### src/rtl/sp_pkg.sv
package sp_pkg;
  typedef enum logic [1:0] {
    FMT8_EXT  = 2'd0,
    FMT9_EXT  = 2'd1,
    FMT9_FIX  = 2'd2,
    FMT9_FIXB = 2'd3
  } sp_mode_e;

  localparam int unsigned OVS = 16;   // ticks per bit
  localparam int unsigned MID = 8;    // tick count at mid-bit

  function automatic logic is_nine(input logic [1:0] m);
    return (m != FMT8_EXT);
  endfunction

  function automatic logic is_fixed(input logic [1:0] m);
    return m[1];
  endfunction
endpackage

### src/rtl/sp_tick_sel.sv
module sp_tick_sel #(
  parameter int unsigned FIX_DIV = 4
) (
  input  logic clk,
  input  logic rst_n,
  input  logic use_fixed,
  input  logic tick_ext,
  output logic tick
);
  localparam int unsigned CW = (FIX_DIV > 1) ? $clog2(FIX_DIV) : 1;
  localparam logic [CW-1:0] TOP = CW'(FIX_DIV - 1);

  logic [CW-1:0] cnt_q, cnt_d;
  logic          wrap;

  assign wrap = (cnt_q == TOP);

  always_comb begin
    cnt_d = wrap ? '0 : cnt_q + 1'b1;
  end

  always_ff @(posedge clk or negedge rst_n) begin
    if (!rst_n) cnt_q <= '0;
    else        cnt_q <= cnt_d;
  end

  assign tick = use_fixed ? wrap : tick_ext;
endmodule

### src/rtl/sp_tx.sv
module sp_tx (
  input  logic       clk,
  input  logic       rst_n,
  input  logic       tick,
  input  logic       nine,
  input  logic       bit9,
  input  logic       wr_en,
  input  logic [7:0] wr_data,
  input  logic       clr,
  output logic       txd,
  output logic       done
);
  logic        busy_q, busy_d;
  logic        nine_q, nine_d;
  logic [10:0] sh_q, sh_d;
  logic [3:0]  bit_q, bit_d;
  logic [3:0]  sub_q, sub_d;
  logic        done_q, done_d;
  logic        fin;
  logic [3:0]  last_bit;

  assign last_bit = nine_q ? 4'd10 : 4'd9;

  always_comb begin
    busy_d = busy_q;
    nine_d = nine_q;
    sh_d   = sh_q;
    bit_d  = bit_q;
    sub_d  = sub_q;
    fin    = 1'b0;
    if (!busy_q) begin
      if (wr_en) begin
        busy_d = 1'b1;
        nine_d = nine;
        sh_d   = {1'b1, (nine ? bit9 : 1'b1), wr_data, 1'b0};
        bit_d  = '0;
        sub_d  = '0;
      end
    end else if (tick) begin
      if (sub_q == 4'd15) begin
        sub_d = '0;
        if (bit_q == last_bit) begin
          busy_d = 1'b0;
          fin    = 1'b1;
        end else begin
          bit_d = bit_q + 1'b1;
          sh_d  = {1'b1, sh_q[10:1]};
        end
      end else begin
        sub_d = sub_q + 1'b1;
      end
    end
    done_d = fin | (done_q & ~clr);
  end

  always_ff @(posedge clk or negedge rst_n) begin
    if (!rst_n) begin
      busy_q <= 1'b0;
      nine_q <= 1'b0;
      sh_q   <= '1;
      bit_q  <= '0;
      sub_q  <= '0;
      done_q <= 1'b0;
    end else begin
      busy_q <= busy_d;
      nine_q <= nine_d;
      sh_q   <= sh_d;
      bit_q  <= bit_d;
      sub_q  <= sub_d;
      done_q <= done_d;
    end
  end

  assign txd  = busy_q ? sh_q[0] : 1'b1;
  assign done = done_q;
endmodule

### src/rtl/sp_rx.sv
module sp_rx (
  input  logic       clk,
  input  logic       rst_n,
  input  logic       tick,
  input  logic       rxd,
  input  logic       nine,
  input  logic       filt,
  input  logic       clr,
  output logic [7:0] data,
  output logic       bit9,
  output logic       done
);
  typedef enum logic [1:0] {S_IDLE, S_START, S_DATA} rx_st_e;

  rx_st_e     st_q, st_d;
  logic       s1_q, s2_q;
  logic [3:0] sub_q, sub_d;
  logic [3:0] cnt_q, cnt_d;
  logic [9:0] sh_q, sh_d;
  logic [7:0] data_q, data_d;
  logic       b9_q, b9_d;
  logic       done_q, done_d;
  logic       set;
  logic [3:0] last_cnt;
  logic [7:0] cand_d;
  logic       cand_b;

  assign last_cnt = nine ? 4'd9 : 4'd8;
  assign cand_d   = nine ? sh_d[7:0] : sh_d[8:1];
  assign cand_b   = nine ? sh_d[8]   : sh_d[9];

  always_comb begin
    st_d   = st_q;
    sub_d  = sub_q;
    cnt_d  = cnt_q;
    sh_d   = sh_q;
    data_d = data_q;
    b9_d   = b9_q;
    set    = 1'b0;
    unique case (st_q)
      S_IDLE: begin
        if (!s2_q) begin
          st_d  = S_START;
          sub_d = '0;
        end
      end
      S_START: begin
        if (tick) begin
          if (sub_q == 4'(sp_pkg::MID - 1)) begin
            sub_d = '0;
            cnt_d = '0;
            st_d  = s2_q ? S_IDLE : S_DATA;
          end else begin
            sub_d = sub_q + 1'b1;
          end
        end
      end
      default: begin
        if (tick) begin
          if (sub_q == 4'(sp_pkg::OVS - 1)) begin
            sub_d = '0;
            sh_d  = {s2_q, sh_q[9:1]};
            if (cnt_q == last_cnt) begin
              st_d = S_IDLE;
              if ((!filt || cand_b) && !done_q) begin
                set    = 1'b1;
                data_d = cand_d;
                b9_d   = cand_b;
              end
            end else begin
              cnt_d = cnt_q + 1'b1;
            end
          end else begin
            sub_d = sub_q + 1'b1;
          end
        end
      end
    endcase
    done_d = set | (done_q & ~clr);
  end

  always_ff @(posedge clk or negedge rst_n) begin
    if (!rst_n) begin
      s1_q   <= 1'b1;
      s2_q   <= 1'b1;
      st_q   <= S_IDLE;
      sub_q  <= '0;
      cnt_q  <= '0;
      sh_q   <= '0;
      data_q <= '0;
      b9_q   <= 1'b0;
      done_q <= 1'b0;
    end else begin
      s1_q   <= rxd;
      s2_q   <= s1_q;
      st_q   <= st_d;
      sub_q  <= sub_d;
      cnt_q  <= cnt_d;
      sh_q   <= sh_d;
      data_q <= data_d;
      b9_q   <= b9_d;
      done_q <= done_d;
    end
  end

  assign data = data_q;
  assign bit9 = b9_q;
  assign done = done_q;
endmodule

### src/rtl/mp_serial_port.sv
module mp_serial_port #(
  parameter int unsigned FIX_DIV = 4
) (
  input  logic       clk,
  input  logic       rst_n,
  input  logic [1:0] mode_i,
  input  logic       filter_i,
  input  logic       tx_bit9_i,
  input  logic       tick_i,
  input  logic       wr_en_i,
  input  logic [7:0] wr_data_i,
  input  logic       tx_clr_i,
  input  logic       rx_clr_i,
  input  logic       rxd_i,
  output logic       txd_o,
  output logic       tx_done_o,
  output logic       rx_done_o,
  output logic [7:0] rx_data_o,
  output logic       rx_bit9_o
);
  logic tick;
  logic nine;

  assign nine = sp_pkg::is_nine(mode_i);

  sp_tick_sel #(.FIX_DIV(FIX_DIV)) u_tick (
    .clk       (clk),
    .rst_n     (rst_n),
    .use_fixed (sp_pkg::is_fixed(mode_i)),
    .tick_ext  (tick_i),
    .tick      (tick)
  );

  sp_tx u_tx (
    .clk     (clk),
    .rst_n   (rst_n),
    .tick    (tick),
    .nine    (nine),
    .bit9    (tx_bit9_i),
    .wr_en   (wr_en_i),
    .wr_data (wr_data_i),
    .clr     (tx_clr_i),
    .txd     (txd_o),
    .done    (tx_done_o)
  );

  sp_rx u_rx (
    .clk   (clk),
    .rst_n (rst_n),
    .tick  (tick),
    .rxd   (rxd_i),
    .nine  (nine),
    .filt  (filter_i),
    .clr   (rx_clr_i),
    .data  (rx_data_o),
    .bit9  (rx_bit9_o),
    .done  (rx_done_o)
  );
endmodule

### config.mk
export PLATFORM = sky130hd
export DESIGN_NAME = mp_serial_port
export DESIGN_NICKNAME = d
export VERILOG_FILES = /design/src/rtl/sp_pkg.sv /design/src/rtl/sp_tick_sel.sv /design/src/rtl/sp_tx.sv /design/src/rtl/sp_rx.sv /design/src/rtl/mp_serial_port.sv
export SDC_FILE = /design/constraint.sdc
export NUM_CORES = 1
export LEC_CHECK = 0
export CORE_MARGIN = 5
export CORE_UTILIZATION = 30
export CTS_CLUSTER_SIZE = 30
export DETAILED_ROUTE_END_ITERATION = 7
export DONT_BUFFER_PORTS = 1
export GPL_TIMING_DRIVEN = 0
export PLACE_DENSITY = 0.4
export SYNTH_ARGS = -nofsm -noshare
export SYNTH_HDL_FRONTEND = slang
export SYNTH_SLANG_ARGS = --single-unit
### constraint.sdc
create_clock -name clk -period 2.5 [get_ports clk]
set_input_delay 0 -clock clk [delete_from_list [all_inputs] [get_ports clk]]
set_output_delay 0 -clock clk [all_outputs]
set_load 0.02 [all_outputs]
==> out/results.txt, run 1 <==
main area contributors after synthesis - dfrtp_1 39%, dfstp_2 12%, mux2_1 7.1%, mux2_4 4.4%, mux2_2 3.7%
most numerous cell in the Yosys netlist - dfrtp_1
Setup Buffers After CTS - 0
most frequent cells after synthesis - 42 x dfrtp_1, 17 x mux2_1, 17 x nand2_1
skew final - 16.22 ps
Synth warnings - 0
pre-CTS setup slack - 445.8 ps
Setup violations, final - 0
unrepaired setup endpoints after global routing - no
Syn Nets - 262
register area share after synthesis - 50.39%
Detail Route Antenna Nets - 0
share of cells above drive strength 1 - 17.80%
Crit Path Max Fanout - 9
Worst Max-Slew Pin Slew - 517.3 ps
Final Hold Fails - 0
startpoint type of the worst setup path - register
pwr dens - 736.2 mW/mm2
Area Overhead vs Synth - 15.32%
max cap viols - 0
antenna cell count - 0
clock transition at the registers of the reported paths - 100 ps
HPWL reported at the end of detailed placement - 3.860 mm
Critical R2R Capture - u_rx.data[7]$_DFFE_PN0P_
asr flop ratio synth - 100.0%
initial antenna violation count - 0
Yosys reg bits - 54
# rows - 34
Req. time, crit path - 2700 ps
min cycle time layout - 2044 ps
WP data arrival - 2240 ps
pin count of the biggest net entering global routing - 55
top cell type's share of synthesized area - 38.76%
# clock sinks - 54
worst flop-to-flop path startpoint - u_rx.sub_q[0]$_DFFE_PN0P_
height of the die - 105.1 um
main flop type after synthesis - dfrtp_1
CTS HTree Levels - 2
Leakage - 1.414 nW
min-delay src - wr_en_i
Pre-Repair DR Iteration Count - 4
full die area - 0.01104 mm2
Vias/cell - 4.973
Register Area - 0.001366 mm2
GPL Wtd Cong - 0.7506
min setup slack post-route - 456.0 ps
die width - 105.1 um
fmax - 489.2 MHz
Slew HR - 65.52%
R2R setup slack - 460 ps
Starting Density - 30.94%
Total GRT Usage - 10.95%
Crit Path Category - reg -> reg
setup TNS - 0 ps
Post-Syn Area - 0.002711 mm2
CTS Buf Count - 5
Post-Syn Instances - 238
nets - 287
total core area - 0.008763 mm2
CTS tree - done
Bufs on Longest Clock Path - 2
Hold-fix buffers, CTS - 18
r2r worst-path depth - 7
Multi-input gate area - 0.001284 mm2
Hold Path Cell Cnt - 2
max-slew violations - 0
Max IR drop VDD - 0.3152 mV
global-route wire length before repair - 9.915 mm
library cells used by synthesis - 52
Hold WC Path Type - in -> reg
Worst Setup End Kind - register
synthesized area per cell - 11.39 um2
routed vias - 1850
Post-synth EDFFs - 0
Core Util, Final - 35.68%
DRC Markers - 0
Fillers - 883
status - finished clean
area post-placement - 0.002846 mm2
I/O pin cnt - 31
WL/cell - 15.27 um
Clock Tree Root - clkbuf_8
hold endpoint - u_tx.sub_q[2]$_DFFE_PN0P_
post-route cell area - 0.003127 mm2
Post-CTS Resized - 0
clk_lat worst skew - 310 ps
GRT overflow - 0
DRT iter0 DRCs - 53
Total Power - 2.302 mW
Final period util - 81.76%
vias in the first global route - 1896
cell taking the most area after synthesis - dfrtp_1
routed wire length - 5.681 mm
Port-buffer cells - 0
==> sequential cells by signal, indices dropped and copies added (netlist names), 2 cells and up <==
signal / cells
u_rx.cnt_q: 4
u_tx.bit_q: 4
u_tx.sh_q: 10
u_rx.sub_q: 4
u_tick.cnt_q: 2
u_rx.sh_q: 9
u_rx.st_q: 2
u_rx.data: 8
u_tx.sub_q: 4
==> logic make-up after synthesis <==
kind of cell             after synthesis  synth area share (%)
multiplexers                          41                 17.81
buffers and inverters                 13                 2.261
XOR/XNOR                               2                0.6462
AO/OA/AOI/OAI                         55                 13.34
adder cells (fa/ha/maj)                5                 2.307
flip-flops                            54                 50.39
AND/OR/NAND/NOR                       68                 13.24
==> area by class of cell <==
| type | instances | share of cell area, % |
|---|---|---|
| Buffer | 9 | 1.481 |
| Clock buffer | 7 | 2.441 |
| Clock inverter | 1 | 0.2001 |
| Inverter | 4 | 0.4802 |
| Multi-Input combinational cell | 171 | 41.06 |
| Sequential cell | 54 | 43.70 |
| Tap cell | 108 | 4.322 |
| Timing Repair Buffer | 18 | 6.323 |
==> power breakdown <==
part | switching [mW] | leakage (nW) | internal [mW]
clock | 0.290 | 0.0428 | 0.200
sequential | 0.155 | 0.683 | 1.11
combinational | 0.269 | 0.688 | 0.277
total | 0.715 | 1.41 | 1.59
==> layer usage <==
| layer | global-route usage, % | up-vias | part of all wire, % |
|---|---|---|---|
| met5 | 0 | - | 0 |
| met3 | 2.651 | 6 | 3.9 |
| met4 | 3.288 | 0 | 0.95 |
| met1 | 15.88 | 896 | 52 |
| li1 | - | 920 | - |
| met2 | 16.10 | 28 | 43 |
==> placed cells by master (no fill, tap or decap), drive strengths merged, types with 2 or more instances in the layout <==
cell type	instances
o41ai	3
dfstp	12
o211ai	4
dfrtp	42
nor2	16
ha	5
nor2b	2
o21a	2
mux2	34
and3	3
nand2b	5
nor3b	2
nand4	4
buf	6
o22ai	3
nor3	2
mux2i	7
a21oi	14
nand3	7
dlygate4sd3	17
a31o	2
o21ai	19
clkbuf	11
nand2	18
inv	5
==> how the worst max path moves through the flow <==
stage / start / end / slack [ps] / cells after the start
floorplan: u_rx.sub_q[0]$_DFFE_PN0P_ / u_rx.data[0]$_DFFE_PN0P_ / 670 / 7
global placement: u_rx.sub_q[0]$_DFFE_PN0P_ / u_rx.data[7]$_DFFE_PN0P_ / 420 / 7
detailed placement: u_rx.sub_q[0]$_DFFE_PN0P_ / u_rx.data[6]$_DFFE_PN0P_ / 450 / 7
CTS: u_rx.sub_q[0]$_DFFE_PN0P_ / u_rx.data[7]$_DFFE_PN0P_ / 440 / 7
global route: u_rx.sub_q[0]$_DFFE_PN0P_ / u_rx.bit9$_DFFE_PN0P_ / 360 / 7
finish: u_rx.sub_q[0]$_DFFE_PN0P_ / u_rx.data[7]$_DFFE_PN0P_ / 460 / 7
==> through the flow <==
step	hold WS (ps)	instances
5_1_grt	26.23	372
2_1_floorplan	-295.6	238
3_3_place_gp	-293.6	346
4_1_cts	7.247	372
6_report	19.14	372
3_5_place_dp	-293.7	346
==> critical path: stages, from the launching register on <==
cell	delay (ps)
dfrtp_1	390
ha_1	270
and4_1	220
buf_2	200
nand2_2	100
a2111o_1	310
buf_6	160
mux2_4	300
Note: power is estimated with default switching activity, not from simulation.
==> run 2, diff against run 1 <==
Settings changed: ABC_AREA set to 1, PLACE_DENSITY 0.4 to 0.41.
Clock period 2.5 ns to 1.6 ns, I/O delays scaled along.
==> run 2 against run 1 <==
The flow now finishes with violations (setup timing). Wire length up 5.8%. First-iteration DRC count shrank 11%. Final cell count is 23% higher. Utilization rose by 3.7 points. Worst setup slack lost 460 ps. Flip-flop and latch count up 1. Power increased by 100%.
==> out/results.txt, run 2 <==
Post-Syn Area - 0.002630 mm2 (-3.0%)
CTS tree - done
P_int - 2.941 mW (+85%)
Synth warnings - 0 (unchanged)
full die area - 0.01074 mm2 (-2.7%)
WL/cell - 13.10 um (-14%)
startpoint type of the worst setup path - register
antenna cell count - 0 (unchanged)
Pre-Repair DR Iteration Count - 4 (unchanged)
WP data arrival - 1830 ps (-410 ps)
Core Util, Final - 39.35% (+3.7 points)
clock power share - 17.3% (-4.0 points)
Leakage - 1.635 nW (+16%)
most frequent cells in the layout - 83 x nand2_1, 43 x dfrtp_1, 34 x inv_1
Port-buffer cells - 0 (unchanged)
Final Hold Fails - 0 (unchanged)
Detail Route Antenna Nets - 0 (unchanged)
top cell type's share of synthesized area - 40.91% (+2.2 points)
Comb power frac - 32.6% (+8.9 points)
Fillers - 895 (+1.4%)
Crit Path Category - reg -> reg
library cells used by synthesis - 35 (-33%)
Vias/cell - 4.558 (-8.4%)
register area share after synthesis - 52.90% (+2.5 points)
failing checks - setup timing
cell taking the most area after synthesis - dfrtp_1
Syn Nets - 334 (+27%)
Min Hold Slack - 44.16 ps (+25.01 ps)
Max IR drop VDD - 0.5578 mV (+77%)
Req. time, crit path - 1830 ps (-870 ps)
DRT iter0 DRCs - 47 (-11%)
fmax - 622.0 MHz (+27%)
routed wire length - 6.012 mm (+5.8%)
Slew HR - 80.81% (+15 points)
total core area - 0.008636 mm2 (-1.5%)
Setup violations, final - 3 (+3)
share of cells above drive strength 1 - 27.07% (+9.3 points)
min setup slack post-route - -7.786 ps (-463.8 ps)
most numerous cell in the Yosys netlist - nand2_1
most frequent cells after synthesis - 93 x nand2_1, 43 x dfrtp_1, 34 x inv_1
main flop type after synthesis - dfrtp_1
CTS Buf Count - 5 (unchanged)
unrepaired setup endpoints after global routing - yes
main area contributors after synthesis - dfrtp_1 41%, nand2_1 13%, dfstp_2 12%, o21ai_0 4.9%, inv_1 4.9%
# rows - 34 (unchanged)
switching power - 1.718 mW (+140%)
Post-synth EDFFs - 0 (unchanged)
Post-Syn Instances - 310 (+30%)
Clock Tree Root - clkbuf_8
die width - 103.6 um (-1.4%)
clock transition at the registers of the reported paths - 110 ps (about the same)
DRC Markers - 0 (unchanged)
height of the die - 103.6 um (-1.4%)
status - finished with violations
CTS HTree Levels - 2 (unchanged)
synthesized area per cell - 8.484 um2 (-26%)
initial antenna violation count - 0 (unchanged)
Total GRT Usage - 11.27% (+0.32 points)
clk_lat worst skew - 320 ps (about the same)
# clock sinks - 55 (+1.9%)
skew final - 17.56 ps (+1.336 ps)
global-route wire length before repair - 10.14 mm (+2.2%)
asr flop ratio synth - 100.0% (unchanged)
routed vias - 2092 (+13%)
Worst Setup End Kind - register
max cap viols - 0 (unchanged)
Area Overhead vs Synth - 29.21%
setup TNS - -20.50 ps (-20.50 ps)
GPL Wtd Cong - 0.7274 (-3.1%)
placed cells - 418 (+21%)
pin count of the biggest net entering global routing - 56 (+1.8%)
max-slew violations - 0 (unchanged)
min cycle time layout - 1608 ps (-436.2 ps)
post-route cell area - 0.003398 mm2 (+8.7%)
Non-Filler Instances - 459 (+23%)
most common cell after layout, fill and taps aside - nand2_1
nets - 374 (+30%)
Final period util - 100.5% (+19 points)
Hold WC Path Type - in -> reg
vias in the first global route - 2039 (+7.5%)
Reg power frac - 50.0% (-5.0 points)
Starting Density - 30.45% (-0.48 points)
pwr dens - 1371 mW/mm2 (+86%)
Yosys reg bits - 55 (+1.9%)
Crit Path Max Fanout - 5 (-4)
GRT overflow - 0 (unchanged)
Sw Ratio - 36.88% (+5.8 points)
HPWL reported at the end of detailed placement - 3.894 mm (+0.90%)
Worst Max-Slew Pin Slew - 287.9 ps (-229.4 ps)
area post-placement - 0.002765 mm2 (-2.9%)
Bufs on Longest Clock Path - 2 (unchanged)
I/O pin cnt - 31 (unchanged)
[run 2: cell families after synthesis]
logic type	Yosys count	synth area share, %
flip-flops	55	52.90
AO/OA/AOI/OAI	56	11.99
AND/OR/NAND/NOR	146	24.26
adder cells (fa/ha/maj)	5	2.379
XOR/XNOR	4	1.332
buffers and inverters	44	7.135
[run 2: path summary, 6_finish.rpt]
path / from / to / slack [ps] / cells past startpoint
setup / recovery: u_rx.sub_q[1]$_DFFE_PN0P_ / u_rx.data[3]$_DFFE_PN0P_ / -8 / 9
hold / removal: filter_i / u_rx.data[4]$_DFFE_PN0P_ / 40 / 5
setup reg to reg: u_rx.sub_q[1]$_DFFE_PN0P_ / u_rx.data[3]$_DFFE_PN0P_ / -8 / 9
hold reg to reg: u_rx.s1_q$_DFF_PN1_ / u_rx.s2_q$_DFF_PN1_ / 370 / 0
max in group asynchronous: rst_n / u_rx.s1_q$_DFF_PN1_ / 1090 / 2
min in group asynchronous: rst_n / u_tick.cnt_q[1]$_DFF_PN0_ / 180 / 2
[run 2: layout make-up]
type / count / area, um2 / area share [%]
clock inverters: 3 / 22.52 / 0.6627
well taps: 108 / 135.1 / 3.976
plain buffers: 8 / 73.82 / 2.172
multi-input cells: 212 / 1265 / 37.22
inverters: 36 / 138.9 / 4.087
repair buffers: 32 / 302.8 / 8.910
flip-flops and latches: 55 / 1391 / 40.94
clock buffers: 5 / 68.82 / 2.025
[run 2: worst max-delay path, stage by stage, from the launching register on]
cell     delay (ps)
dfrtp_1         360
ha_2            190
nand3_2         110
nor2_4          210
nand3_2         120
nor2_4          150
nand3_4         120
buf_6           160
nand3_1          60
nand2_1          50
[run 2: layer usage]
layer  global-route usage, %  vias up  share of wire (%)
met2                   17.30       33                 47
met3                   2.736        4                4.2
li1                        -     1080                  -
met5                       0        -                  0
met1                   16.02      975                 48
met4                   2.530        0               0.73
[run 2: repair_timing]
action | in CTS | in global routing
pin swaps | 2 | 20
endpoints found under the hold margin | 68 | 0
gates cloned | 3 | 1
endpoints found under the setup margin | 25 | 33
hold buffers | 15 | 0
gates resized for setup | 24 | 48
buffers inserted | 7 | 7
[run 2: power groups by stage]
stage | Sequential, mW | Combinational (mW) | Clock, mW
2_1_floorplan | 2.25 | 1.03 | 0
3_3_place_gp | 2.32 | 1.20 | 0
3_5_place_dp | 2.32 | 1.22 | 0
4_1_cts | 2.31 | 1.36 | 0.860
5_1_grt | 2.40 | 1.77 | 0.920
6_report | 2.33 | 1.52 | 0.808
[run 2: through the flow]
stage	power, mW	worst slack [ps]
2_1_floorplan	3.275	128.3
3_3_place_gp	3.521	-70.32
3_5_place_dp	3.540	-68.15
4_1_cts	4.530	-11.63
5_1_grt	5.094	-120.0
6_report	4.659	-7.786
